`config.mk`:
```
export PLATFORM = sky130hd
export DESIGN_NAME = unified_shader_arbiter
export DESIGN_NICKNAME = d
export VERILOG_FILES = /design/src/rtl/shq_pkg.sv /design/src/rtl/shq_occ_counter.sv /design/src/rtl/shq_starve.sv /design/src/rtl/shq_policy.sv /design/src/rtl/unified_shader_arbiter.sv
export SDC_FILE = /design/constraint.sdc
export NUM_CORES = 1
export LEC_CHECK = 0
export ABC_AREA = 1
export BUFFER_PORTS_ARGS = -buffer_cell sky130_fd_sc_hd__buf_4
export CAP_MARGIN = 0
export CORE_MARGIN = 2
export CORE_UTILIZATION = 60
export DETAILED_ROUTE_END_ITERATION = 10
export HOLD_SLACK_MARGIN = 0.06
export PLACE_DENSITY = 0.85
export SLEW_MARGIN = 20
export SYNTH_ARGS = -nofsm -noshare
export SYNTH_HDL_FRONTEND = slang
export SYNTH_HIERARCHICAL = 1
export SYNTH_SLANG_ARGS = --single-unit
```
`constraint.sdc`:
```
create_clock -name clk_i -period 4.8 [get_ports clk_i]
set_input_delay 0.48 -clock clk_i [delete_from_list [all_inputs] [get_ports clk_i]]
set_output_delay 0.48 -clock clk_i [all_outputs]
set_load 0.005 [all_outputs]
```
`src/rtl/shq_pkg.sv`:
```
package shq_pkg;
  typedef enum logic [1:0] {
    PICK_NONE = 2'd0,
    PICK_VTX  = 2'd1,
    PICK_PIX  = 2'd2
  } pick_e;

  function automatic int unsigned max3(int unsigned a, int unsigned b, int unsigned c);
    int unsigned m;
    m = (a > b) ? a : b;
    return (m > c) ? m : c;
  endfunction
endpackage

```
`src/rtl/shq_occ_counter.sv`:
```
module shq_occ_counter #(
  parameter int unsigned DEPTH = 16,
  localparam int unsigned CW = $clog2(DEPTH + 1)
) (
  input  logic          clk_i,
  input  logic          rst_ni,
  input  logic          push_i,
  input  logic          pop_i,
  output logic [CW-1:0] count_o
);
  logic [CW-1:0] cnt_q;
  logic          full, empty, pop_ok, push_ok;

  assign full    = (cnt_q == CW'(DEPTH));
  assign empty   = (cnt_q == '0);
  assign pop_ok  = pop_i && !empty;
  assign push_ok = push_i && (!full || pop_ok);

  always_ff @(posedge clk_i or negedge rst_ni) begin
    if (!rst_ni)                cnt_q <= '0;
    else if (push_ok && !pop_ok) cnt_q <= cnt_q + 1'b1;
    else if (pop_ok && !push_ok) cnt_q <= cnt_q - 1'b1;
  end

  assign count_o = cnt_q;
endmodule

```
`src/rtl/shq_starve.sv`:
```
module shq_starve #(
  parameter int unsigned LIMIT = 64,
  localparam int unsigned SW = $clog2(LIMIT + 1)
) (
  input  logic clk_i,
  input  logic rst_ni,
  input  logic vtx_wait_i,
  input  logic vtx_fire_i,
  input  logic pix_fire_i,
  output logic force_o
);
  logic [SW-1:0] cnt_q;

  always_ff @(posedge clk_i or negedge rst_ni) begin
    if (!rst_ni)                              cnt_q <= '0;
    else if (vtx_fire_i || !vtx_wait_i)       cnt_q <= '0;
    else if (pix_fire_i && cnt_q != SW'(LIMIT)) cnt_q <= cnt_q + 1'b1;
  end

  assign force_o = (cnt_q == SW'(LIMIT));
endmodule

```
`src/rtl/shq_policy.sv`:
```
module shq_policy
  import shq_pkg::*;
#(
  parameter int unsigned VCW    = 5,
  parameter int unsigned PCW    = 5,
  parameter int unsigned BIAS_W = 4,
  localparam int unsigned DW    = max3(VCW, PCW, BIAS_W) + 2
) (
  input  logic [VCW-1:0]           vcnt_i,
  input  logic [PCW-1:0]           pcnt_i,
  input  logic signed [BIAS_W-1:0] bias_i,
  input  logic                     vtx_elig_i,
  input  logic                     pix_elig_i,
  input  logic                     force_vtx_i,
  input  logic                     vtx_ready_i,
  input  logic                     pix_ready_i,
  output logic                     vtx_valid_o,
  output logic                     pix_valid_o
);
  logic signed [DW-1:0] v_s, p_s, b_s, diff;
  logic  want_vtx, swap_to_pix, swap_to_vtx;
  pick_e prim;

  assign v_s  = signed'(DW'(vcnt_i));
  assign p_s  = signed'(DW'(pcnt_i));
  assign b_s  = DW'(bias_i);
  assign diff = v_s - p_s + b_s;
  assign want_vtx = (diff > 0) || force_vtx_i;

  always_comb begin
    prim = PICK_NONE;
    if (vtx_elig_i && (want_vtx || !pix_elig_i)) prim = PICK_VTX;
    else if (pix_elig_i)                         prim = PICK_PIX;
  end

  // hand an idle slot to the other type when the preferred one stalls
  assign swap_to_pix = (prim == PICK_VTX) && !vtx_ready_i && pix_elig_i && pix_ready_i;
  assign swap_to_vtx = (prim == PICK_PIX) && !pix_ready_i && vtx_elig_i && vtx_ready_i;

  assign vtx_valid_o = ((prim == PICK_VTX) && !swap_to_pix) || swap_to_vtx;
  assign pix_valid_o = ((prim == PICK_PIX) && !swap_to_vtx) || swap_to_pix;
endmodule

```
`src/rtl/unified_shader_arbiter.sv`:
```
module unified_shader_arbiter #(
  parameter int unsigned VTX_DEPTH   = 16,
  parameter int unsigned PIX_DEPTH   = 16,
  parameter int unsigned DS_DEPTH    = 8,
  parameter int unsigned STARVE_LIMIT = 64,
  parameter int unsigned BIAS_W      = 4,
  localparam int unsigned VCW = $clog2(VTX_DEPTH + 1),
  localparam int unsigned PCW = $clog2(PIX_DEPTH + 1),
  localparam int unsigned DCW = $clog2(DS_DEPTH + 1)
) (
  input  logic              clk_i,
  input  logic              rst_ni,
  input  logic              bias_we_i,
  input  logic [BIAS_W-1:0] bias_i,
  input  logic              vtx_push_i,
  input  logic              pix_push_i,
  input  logic              ras_push_i,
  input  logic              ras_pop_i,
  output logic              vtx_valid_o,
  input  logic              vtx_ready_i,
  output logic              pix_valid_o,
  input  logic              pix_ready_i
);
  logic signed [BIAS_W-1:0] bias_q;
  logic [VCW-1:0] vcnt;
  logic [PCW-1:0] pcnt;
  logic [DCW-1:0] dcnt;
  logic ds_full, vtx_elig, pix_elig, vtx_fire, pix_fire, force_vtx;

  always_ff @(posedge clk_i or negedge rst_ni) begin
    if (!rst_ni)        bias_q <= '0;
    else if (bias_we_i) bias_q <= signed'(bias_i);
  end

  assign vtx_fire = vtx_valid_o && vtx_ready_i;
  assign pix_fire = pix_valid_o && pix_ready_i;

  shq_occ_counter #(.DEPTH(VTX_DEPTH)) u_vtx_q (
    .clk_i(clk_i), .rst_ni(rst_ni), .push_i(vtx_push_i), .pop_i(vtx_fire), .count_o(vcnt));

  shq_occ_counter #(.DEPTH(PIX_DEPTH)) u_pix_q (
    .clk_i(clk_i), .rst_ni(rst_ni), .push_i(pix_push_i), .pop_i(pix_fire), .count_o(pcnt));

  shq_occ_counter #(.DEPTH(DS_DEPTH)) u_ds_q (
    .clk_i(clk_i), .rst_ni(rst_ni), .push_i(ras_push_i), .pop_i(ras_pop_i), .count_o(dcnt));

  assign ds_full  = (dcnt == DCW'(DS_DEPTH));
  assign vtx_elig = (vcnt != '0) && !ds_full;
  assign pix_elig = (pcnt != '0);

  shq_starve #(.LIMIT(STARVE_LIMIT)) u_starve (
    .clk_i(clk_i), .rst_ni(rst_ni), .vtx_wait_i(vcnt != '0),
    .vtx_fire_i(vtx_fire), .pix_fire_i(pix_fire), .force_o(force_vtx));

  shq_policy #(.VCW(VCW), .PCW(PCW), .BIAS_W(BIAS_W)) u_policy (
    .vcnt_i(vcnt), .pcnt_i(pcnt), .bias_i(bias_q),
    .vtx_elig_i(vtx_elig), .pix_elig_i(pix_elig), .force_vtx_i(force_vtx),
    .vtx_ready_i(vtx_ready_i), .pix_ready_i(pix_ready_i),
    .vtx_valid_o(vtx_valid_o), .pix_valid_o(pix_valid_o));
endmodule

```
==> results_dict.tcl <==
set metrics [dict create \
    syn-num-nets 376 \
    area_delta_synth_final_pct 9.592 \
    path_common_cell "nand2_1" \
    path_clk_slew_ns 0.08 \
    tightest_slew_ns 0.3183 \
    avgSynthCellArea_um2 6.816 \
    finalInstanceArea_um2 2487 \
    setup_viol_count_final 0 \
    clock.fmax_mhz 232.4 \
    rsz0062_at_grt "no" \
    initialDrtViolationCount 138 \
    core_area_um2 3661 \
    antenna_left 0 \
    max_stage_delay_ns 0.46 \
    ys_seq_area_share_pct 27.56 \
    cts.path.max_buffers 2 \
    worst_path_max_delay_cell "dfrtp_2" \
    gp_congestion 0.8142 \
    chipHeight_um 65.51 \
    seq_area_um2 628.1 \
    drv_cap 0 \
    synth_seq_cells 25 \
    status "finished, final reports clean" \
    rows 22 \
    cts_tree "yes" \
    firstDrtPassIters 4 \
    post-cts-setup-buffers 0 \
    drive_gt1_share_pct 9.972 \
    fillers 311 \
    hold_buffers 0 \
    antenna_cells 0 \
    ys.warnings.count 6 \
    finalMaxSlewViolations 0 \
    holdWs_ns 0.09886 \
    overflow 0 \
    hp-class "input pin to asynchronous set/reset pin" \
    path_buf_inv 6 \
    cp.arrival_ns 4.47 \
    h-tree-depth 1 \
    worstPathRequired_ns 4.97 \
    setup-tns-final_ns 0 \
    dpl_cell_area_um2 2435 \
    slew_headroom_pct 78.78 \
    grt_pass1_wl_mm 7.707 \
    layout.nets 395 \
    die_w_um 65.51 \
    clock_latency_ns 0.27 \
    synth.top_cell.area_share_pct 27.56 \
    crit_family "adder cells" \
    synth_largest_area_cell "dfrtp_1" \
    vias_per_cell 4.937 \
    root_buffer "clkbuf_8" \
    crit_type "flop to flop" \
    synth_cell_type_count 26 \
    period_needed_ns 4.303 \
    die-area_um2 4291 \
    portBuffers 14 \
    critPathMaxFanout 6 \
    grt_pass1_vias 1840 \
    dp_hpwl_mm 3.261 \
    grtUsageTotal_pct 22.43 \
    syn_inst 333 \
    route.detailed.drc 0 \
    vias 1970 \
    fin_skew_ns 0.002927 \
    wl_per_cell_um 10.27 \
    synthTopCellsByArea "dfrtp_1 (28%), nand2_1 (18%), ha_1 (14%), inv_1 (8.3%), nand3_1 (6.6%)" \
    hold_violations 0 \
    pin_count 15 \
    wirelength_mm 4.096 \
    grt_max_degree 26 \
    start_kind "flop" \
    utilization_pct 67.94 \
    mappedNetlistArea_um2 2270 \
    fin_crit_sh_pct 89.64 \
    cts_buffers 3 \
    start_util_pct 62.00 \
    antenna_found_initial 0 \
    end_kind "flop" \
    multi_input_area_um2 1429 \
    clock_sinks 25 \
]
[cells by family (layout without fill, tap and decap cells)]
family	count (synthesis)	in the layout	share of synthesized area (%)
compound gates	17	17	3.859
simple gates	194	194	37.21
fa+ha+maj	30	30	18.19
xor+xnor	9	9	3.473
buf+inv	58	76	9.703
flops	25	25	27.56
[Yosys cell counts]
cell,n
nand2_4,1
nor3_1,5
clkinv_1,2
nand2_1,111
nand2_2,4
inv_4,1
or2_1,4
inv_1,50
xnor2_1,5
dfrtp_1,25
inv_2,5
o21ai_0,7
or2_0,2
nor2_2,1
fa_1,5
xor2_1,4
a22oi_1,1
ha_1,25
nand3_1,30
o21ai_1,3
nor2_1,30
nand3_2,2
nand3b_1,1
nor2_8,1
nand4_1,2
a21oi_1,6
[placed cells by master, fill, tap and decap left out, types with 4 or more instances in the layout]
cell type	Yosys	final
inv_1	50	50
or2_1	4	4
fa_1	5	5
nor2_1	30	30
dfrtp_1	25	23
nand2_2	4	4
o21ai_0	7	7
a21oi_1	6	6
nand2_1	111	111
xor2_1	4	4
nor3_1	5	4
buf_4	0	14
nand3_1	30	30
ha_1	25	25
inv_2	5	5
xnor2_1	5	5
[state kept, by name (all words and copies together) (netlist names)]
signal / flops
u_starve/cnt_q: 7
u_vtx_q/count_o: 5
u_ds_q/count_o: 4
u_pix_q/count_o: 5
bias_q: 4
[cell type report]
type                            instances  area share [%]
Multi-Input combinational cell        250           57.44
Timing Repair Buffer                   14           4.225
Tap cell                               48           2.414
Inverter                               58           8.853
Clock buffer                            4           1.811
Sequential cell                        25           25.25
[stage by stage]
step | std cells | setup slack, ns
after floorplan | 333 | 0.8725
after global placement | 395 | 0.6164
after detailed placement | 395 | 0.4967
after CTS | 399 | 0.4839
after global routing | 399 | 0.02887
final | 399 | 0.4971
[per-layer routing]
metal  GRT usage (%)  part of all wire, %  vias to the layer above
li1                -                    -                     1070
met1           32.63                   51                      874
met2           34.95                   45                       22
met3           2.911                  2.4                        4
met4           6.771                  1.0                        0
met5               0                    0                        -
[worst paths after layout]
path                                     from                 end  slack [ns]  cells after the start
max                        u_vtx_q/count_o[0]  u_vtx_q/count_o[4]        0.50                     32
min                                    rst_ni  u_vtx_q/count_o[2]         0.1                      1
max reg2reg                u_vtx_q/count_o[0]  u_vtx_q/count_o[4]        0.50                     32
min reg2reg                         bias_q[0]           bias_q[0]        0.54                      2
max in group asynchronous              rst_ni  u_pix_q/count_o[0]        4.44                      1
min in group clk_i                  bias_i[1]           bias_q[1]        0.41                      3
[repair_timing]
action                                  4_1_cts  5_1_grt
resized for setup                             0        3
endpoints found under the setup margin        0        2
hold endpoints to repair                      0        0
Power is left out: the tool's default activity adds up to more than one toggle a clock period on the data nets, which glitch-free logic cannot reach.
